===== src/rtl/isg_pkg.sv =====
package isg_pkg;
  typedef enum logic [7:0] {
    OP_NOP = 8'h00,
    OP_ADD = 8'h01,
    OP_SUB = 8'h02,
    OP_MAC = 8'h03
  } op_e;

  typedef enum logic [1:0] {
    ST_IDLE,
    ST_INSN,
    ST_PAD,
    ST_DONE
  } gen_st_e;

  localparam int RND_W = 16;
  localparam logic [RND_W-1:0] RND_TAPS = 16'hB400;
endpackage


===== src/rtl/isg_lfsr.sv =====
module isg_lfsr #(
  parameter int W = 16,
  parameter logic [W-1:0] TAPS = 16'hB400
) (
  input  logic         clk,
  input  logic         rst_n,
  input  logic         load,
  input  logic [W-1:0] seed,
  input  logic         step,
  output logic [W-1:0] q
);
  localparam logic [W-1:0] ONE = {{(W-1){1'b0}}, 1'b1};

  logic [W-1:0] nxt;
  assign nxt = (q >> 1) ^ (q[0] ? TAPS : '0);

  always_ff @(posedge clk or negedge rst_n) begin
    if (!rst_n) begin
      q <= ONE;
    end else if (load) begin
      q <= (seed == '0) ? ONE : seed;
    end else if (step) begin
      q <= nxt;
    end
  end

  assert_lfsr_nonzero_R3: assert property (@(posedge clk) disable iff (!rst_n)
    q != '0);

  assert_lfsr_idle_stable_R3: assert property (@(posedge clk) disable iff (!rst_n)
    (!load && !step) |=> $stable(q));
endmodule


===== src/rtl/isg_op_pick.sv =====
module isg_op_pick
  import isg_pkg::*;
#(
  parameter int WGT_W = 8
) (
  input  logic             clk,
  input  logic             rst_n,
  input  logic [7:0]       rnd,
  input  logic [WGT_W-1:0] w_add,
  input  logic [WGT_W-1:0] w_sub,
  input  logic [WGT_W-1:0] w_mac,
  input  logic             sel_en,
  input  logic [1:0]       sel_op,
  output op_e              op
);
  localparam int SUM_W  = WGT_W + 2;
  localparam int PROD_W = SUM_W + 8;

  logic [SUM_W-1:0]  total;
  logic [SUM_W-1:0]  edge_add;
  logic [SUM_W-1:0]  edge_sub;
  logic [PROD_W-1:0] prod;
  logic [SUM_W-1:0]  scaled;
  op_e               drawn;

  assign edge_add = {2'b00, w_add};
  assign edge_sub = edge_add + {2'b00, w_sub};
  assign total    = edge_sub + {2'b00, w_mac};
  assign prod     = {{SUM_W{1'b0}}, rnd} * {8'b0, total};
  assign scaled   = prod[PROD_W-1:8];

  always_comb begin
    if (total == '0)            drawn = OP_ADD;
    else if (scaled < edge_add) drawn = OP_ADD;
    else if (scaled < edge_sub) drawn = OP_SUB;
    else                        drawn = OP_MAC;
  end

  always_comb begin
    if (sel_en) begin
      case (sel_op)
        2'd2:    op = OP_SUB;
        2'd3:    op = OP_MAC;
        default: op = OP_ADD;
      endcase
    end else begin
      op = drawn;
    end
  end

  assert_pick_forced_R5: assert property (@(posedge clk) disable iff (!rst_n)
    (sel_en && sel_op != 2'd0) |-> (op[1:0] == sel_op));

  assert_pick_zero_weight_R4: assert property (@(posedge clk) disable iff (!rst_n)
    (!sel_en && w_add == '0 && w_mac == '0 && w_sub != '0) |-> (op == OP_SUB));
endmodule


===== src/rtl/isg_word_build.sv =====
module isg_word_build
  import isg_pkg::*;
(
  input  op_e              op,
  input  logic [RND_W-1:0] rnd,
  input  logic             ovr_en,
  input  logic [3:0]       ovr_reg,
  input  logic             first,
  output logic [31:0]      word
);
  logic [3:0] dst;
  logic [3:0] src1;
  logic [3:0] src2;
  logic [3:0] src3;

  always_comb begin
    dst  = rnd[3:0];
    src1 = rnd[7:4];
    src2 = rnd[11:8];
    src3 = rnd[15:12];
    if (ovr_en) begin
      dst = ovr_reg;
      if (!first) src1 = ovr_reg;
    end
  end

  always_comb begin
    if (op == OP_MAC) begin
      word = {op, src3, dst, 4'b0000, src1, 4'b0000, src2};
    end else begin
      word = {op, 4'b0000, dst, 4'b0000, src1, 4'b0000, src2};
    end
  end
endmodule


===== src/rtl/instr_stream_gen.sv =====
module instr_stream_gen
  import isg_pkg::*;
#(
  parameter int CNT_W = 16,
  parameter int WGT_W = 8,
  parameter int LAT_W = 4
) (
  input  logic             clk,
  input  logic             rst_n,
  input  logic             start,
  input  logic [15:0]      seed,
  input  logic [CNT_W-1:0] count,
  input  logic [WGT_W-1:0] w_add,
  input  logic [WGT_W-1:0] w_sub,
  input  logic [WGT_W-1:0] w_mac,
  input  logic [LAT_W-1:0] lat_add,
  input  logic [LAT_W-1:0] lat_sub,
  input  logic [LAT_W-1:0] lat_mac,
  input  logic             sel_en,
  input  logic [1:0]       sel_op,
  input  logic             ovr_en,
  input  logic [3:0]       ovr_reg,
  output logic             out_valid,
  input  logic             out_ready,
  output logic [31:0]      out_word,
  output logic             done
);
  localparam logic [CNT_W-1:0] CNT_ONE = {{(CNT_W-1){1'b0}}, 1'b1};
  localparam logic [LAT_W-1:0] LAT_ONE = {{(LAT_W-1){1'b0}}, 1'b1};

  gen_st_e          state;
  logic [CNT_W-1:0] remaining;
  logic [LAT_W-1:0] pad_left;
  logic             first;
  logic [RND_W-1:0] rnd;
  op_e              op_cur;
  logic [31:0]      insn_word;
  logic [LAT_W-1:0] lat_cur;
  logic             accept;
  logic             launch;

  assign launch = start && (state == ST_IDLE || state == ST_DONE);
  assign accept = out_valid && out_ready;

  isg_lfsr #(.W(RND_W), .TAPS(RND_TAPS)) i_lfsr (
    .clk   (clk),
    .rst_n (rst_n),
    .load  (launch),
    .seed  (seed),
    .step  (accept && state == ST_INSN),
    .q     (rnd)
  );

  isg_op_pick #(.WGT_W(WGT_W)) i_pick (
    .clk    (clk),
    .rst_n  (rst_n),
    .rnd    (rnd[15:8]),
    .w_add  (w_add),
    .w_sub  (w_sub),
    .w_mac  (w_mac),
    .sel_en (sel_en),
    .sel_op (sel_op),
    .op     (op_cur)
  );

  isg_word_build i_build (
    .op      (op_cur),
    .rnd     (rnd),
    .ovr_en  (ovr_en),
    .ovr_reg (ovr_reg),
    .first   (first),
    .word    (insn_word)
  );

  always_comb begin
    case (op_cur)
      OP_SUB:  lat_cur = lat_sub;
      OP_MAC:  lat_cur = lat_mac;
      default: lat_cur = lat_add;
    endcase
  end

  always_ff @(posedge clk or negedge rst_n) begin
    if (!rst_n) begin
      state     <= ST_IDLE;
      remaining <= '0;
      pad_left  <= '0;
      first     <= 1'b1;
    end else begin
      case (state)
        ST_IDLE, ST_DONE: begin
          if (start) begin
            first     <= 1'b1;
            remaining <= count;
            pad_left  <= '0;
            state     <= (count == '0) ? ST_DONE : ST_INSN;
          end
        end
        ST_INSN: begin
          if (accept) begin
            remaining <= remaining - CNT_ONE;
            first     <= 1'b0;
            if (remaining == CNT_ONE) begin
              state <= ST_DONE;
            end else if (lat_cur != '0) begin
              pad_left <= lat_cur;
              state    <= ST_PAD;
            end
          end
        end
        ST_PAD: begin
          if (accept) begin
            pad_left <= pad_left - LAT_ONE;
            if (pad_left == LAT_ONE) state <= ST_INSN;
          end
        end
        default: state <= ST_IDLE;
      endcase
    end
  end

  assign out_valid = (state == ST_INSN) || (state == ST_PAD);
  assign done      = (state == ST_DONE);
  assign out_word  = (state == ST_INSN) ? insn_word : 32'h0;

  assert_hold_under_stall_R9: assert property (@(posedge clk) disable iff (!rst_n)
    (out_valid && !out_ready) |=> (out_valid && $stable(out_word)));

  assert_pad_follows_slow_insn_R7: assert property (@(posedge clk) disable iff (!rst_n)
    (accept && state == ST_INSN && lat_cur != '0 && remaining != CNT_ONE)
      |=> (out_valid && out_word == 32'h0));

  assert_last_raises_done_R10: assert property (@(posedge clk) disable iff (!rst_n)
    (accept && state == ST_INSN && remaining == CNT_ONE) |=> done);

  assert_done_sticky_R10: assert property (@(posedge clk) disable iff (!rst_n)
    (done && !start) |=> done);

  assert_no_valid_when_done_R10: assert property (@(posedge clk) disable iff (!rst_n)
    !(out_valid && done));

  assert_real_opcode_R2: assert property (@(posedge clk) disable iff (!rst_n)
    (state == ST_INSN) |-> (out_word[31:24] != 8'h00 && out_word[31:26] == 6'd0));
endmodule


===== config.mk =====
export PLATFORM = sky130hd
export DESIGN_NAME = instr_stream_gen
export DESIGN_NICKNAME = d
export VERILOG_FILES = /design/src/rtl/isg_pkg.sv /design/src/rtl/isg_lfsr.sv /design/src/rtl/isg_op_pick.sv /design/src/rtl/isg_word_build.sv /design/src/rtl/instr_stream_gen.sv
export SDC_FILE = /design/constraint.sdc
export NUM_CORES = 1
export LEC_CHECK = 0
export BUFFER_PORTS_ARGS = -buffer_cell sky130_fd_sc_hd__buf_2
export CORE_UTILIZATION = 28
export CTS_CLUSTER_DIAMETER = 60
export DETAILED_ROUTE_END_ITERATION = 10
export HOLD_SLACK_MARGIN = 0.08
export PLACE_DENSITY = 0.46
export REMOVE_ABC_BUFFERS = 1
export SLEW_MARGIN = 30
export SYNTH_ARGS = -nofsm -noshare
export SYNTH_HDL_FRONTEND = slang
export SYNTH_SLANG_ARGS = --single-unit

===== constraint.sdc =====
create_clock -name clk -period 17.2 [get_ports clk]
set_input_delay 0 -clock clk [delete_from_list [all_inputs] [get_ports clk]]
set_output_delay 0 -clock clk [all_outputs]
set_load 0.02 [all_outputs]

==> results.md <==
- Status: finished, final reports clean
- Post-CTS sizing: 0
- Syn avg cell area: 8.31 µm²
- Root buffer cell: clkbuf_16
- Max-cap violations: 0
- Period utilization: 0.550
- Largest net degree at the start of global routing: 40
- Arrival time worst endpoint: 9.63 ns
- Hold path endpoint: pad_left[0]
- Die area: 24,000 µm²
- Synth-to-Final Area Change: 19.5%
- Wire per inst: 14.8 µm
- CTS tree: done
- CP required: 17.36 ns
- R2R depth: 28
- Post-synth top area share: 0.150
- Setup crit start kind: input port
- Slew @ Worst Pin: 0.873 ns
- HPWL after DPL: 14.7 mm
- Vias: 5,836
- Max clock buf depth: 2
- Skew final: 0.00209 ns
- Capturing point of the worst reg2reg path: pad_left[0]
- Clock Latency Late Sink: 0.28 ns
- HP Class: input port to flop
- WS Path Type: input port to flop
- Hold Vio Cnt, Final: 0
- Detail Route Antenna Nets: 0
- Highest-delay cell along the critical path: xor2_1
- Slew Limit Fails: 0
- Post-synth top area cell: fa_1
- Post-Synthesis Cell Area: 6550 µm²
- Post-Synthesis Cells: 788
- Worst stage delay on the critical path: 0.61 ns
- Fin crit period: 9.46 ns
- Nets@finish: 1,112
- GP Congestion: 0.816
- Top post-synthesis cells by area: fa_1, dfrtp_1, ha_1
- EDFF count, synth: 0
- Hold path startpoint: lat_add[0]
- Ys async rst share: 1.00
- CTS clk-pin slew, worst paths: 0.06 ns
- H-tree depth: 2
- Vias in the first global route: 5,895
- Final setup TNS: 0 ns
- Diode count: 0
- Total global routing overflow: 0
- Peak Freq: 106 MHz
- Final WL: 18.1 mm
- PortBufs: 99
- Initial Util: 0.287
- Initial DRC Count: 208
- TritonRoute pass-1 iters: 4
- IO Count: 114
- Total CTS buffers: 5
- DRC viols: 0
- Worst r2r src: i_lfsr.q[12]
- Top_reg_cell synth: dfrtp_1
- Total GRT Usage: 0.155
- CP Capture Type: flop
- Rel. slew slack: 0.418
- Seq/Total Area, Yosys: 0.149
- Share of cells above drive strength 1: 0.146
- Vias per Instance: 4.77
- Initial antenna violation count: 0
- Ys Warns: 0
- Final setup fails: 0
- Chip width: 155 µm
- Cell count of the worst hold path: 4
- Rows: 55
- Reg-to-reg slack, setup: 9.57 ns
- Yosys cell types: 77
- Core region area: 22,800 µm²
- Worst-path maximum fanout: 8
- Synthesized flop and latch total: 39
- RSZ-0062 raised after global routing: no
- Die Height: 155 µm
- CTS Sinks: 39
- First-pass GRT wire length: 29.9 mm
- Number of setup buffers added after CTS: 0
## how the worst max path moves through the flow
| stage | startpoint | end | depth (start not counted) |
|---|---|---|---|
| floorplan | w_add[0] | state[1] | 36 |
| global placement | w_add[0] | state[1] | 39 |
| detailed placement | w_add[0] | state[1] | 39 |
| CTS | w_add[0] | state[1] | 39 |
| global route | w_add[0] | state[1] | 39 |
| finish | w_add[1] | state[1] | 37 |
## per-stage QoR
stage | cells | util | worst slack (ns) | cell area [µm²] | hold WS, ns
2_1_floorplan | 761 | - | 8.77 | 6390 | -0.296
3_3_place_gp | 1182 | 0.322 | 7.44 | 7350 | 0.208
3_5_place_dp | 1182 | 0.323 | 7.45 | 7350 | 0.0231
4_1_cts | 1223 | 0.343 | 7.72 | 7820 | 0.106
5_1_grt | 1223 | 0.343 | 7.00 | 7820 | 0.158
6_report | 1223 | 0.343 | 7.74 | 7820 | 0.113
## repair_timing
action / in CTS / in global routing
hold buffers: 34 / 0
endpoints found under the hold margin: 69 / 0
setup endpoints to repair: 0 / 0
## layout by cell type, fill, tap and decap left out, types with 5 or more instances in the layout
master          n
a21o_1         10
a21oi_1        43
and2_1         53
and2b_1         6
and3_1          7
buf_2          98
buf_4          10
clkbuf_16       5
conb_1         14
dfrtp_1        37
dlygate4sd3_1  34
fa_1           49
ha_1           73
inv_1          94
mux2i_1        27
nand2_1        61
nand2b_1        7
nand3_1        15
nand4_1         7
nor2_1         44
nor2b_1        13
nor3_1         15
nor4_1         11
o21a_1          9
o21ai_0        39
o21bai_1        5
o22ai_1         8
or3_1           7
xnor2_1        15
xor2_1          6
## registers in the layout, summed over array words and instances, names as in the netlist
| signal | count |
|---|---|
| first | 1 |
| i_lfsr.q | 16 |
| pad_left | 4 |
| remaining | 16 |
| state | 2 |
## worst max-delay path, delay by kind of cell
| family | cells | cell delay [ns] |
|---|---|---|
| xor+xnor | 3 | 1.02 |
| buf+inv | 3 | 0.21 |
| simple gates | 8 | 1.32 |
| compound gates | 14 | 3.35 |
| fa+ha+maj | 8 | 3.39 |
| mux | 1 | 0.33 |
## cell usage after synthesis (4+ instances only)
cell and number:
mux2i_1 27, nor4_1 11, nand4_1 7, a21o_1 10, xnor2_1 15, ha_1 73, and2_1 53, and3_1 7
o21ai_0 39, buf_4 14, nor2b_1 13, nand3_1 15, a311oi_1 4, fa_1 49, a21oi_1 43, o22ai_1 8
a22oi_1 4, nand2b_1 7, inv_1 94, nor2_1 44, xor2_1 6, nor3_1 15, o21a_1 9, clkbuf_1 23
nand2_1 62, or3_1 7, and2b_1 6, o21bai_1 5, dfrtp_1 37, a31oi_1 4
## area by class of cell
type / count / area, µm²
clock buffers: 7 / 133
fillers: 2435 / 15000
inverters: 95 / 357
multi-input cells: 627 / 5060
flip-flops and latches: 39 / 978
well taps: 313 / 392
repair buffers: 142 / 906
## routing by layer
metal  vias up  part of all wire  global-route usage
met4         0            0.0088              0.0222
li1       2948                 -                   -
met3        13             0.021              0.0162
met1      2796              0.49               0.213
met2        79              0.48               0.266
met5         -                 0                   0
## logic make-up after synthesis
| family | share of synthesized area |
|---|---|
| AOI/OAI and AO/OA | 0.179 |
| xor gates and xnor gates | 0.0281 |
| adders and majority gates | 0.289 |
| buffers and inverters | 0.0856 |
| DFF | 0.149 |
| muxes | 0.0464 |
| other | 0.000573 |
| and+or+nand+nor | 0.221 |
Power is not shown: default switching activity piles up to over one toggle a cycle in this logic, so the estimate is an artifact.
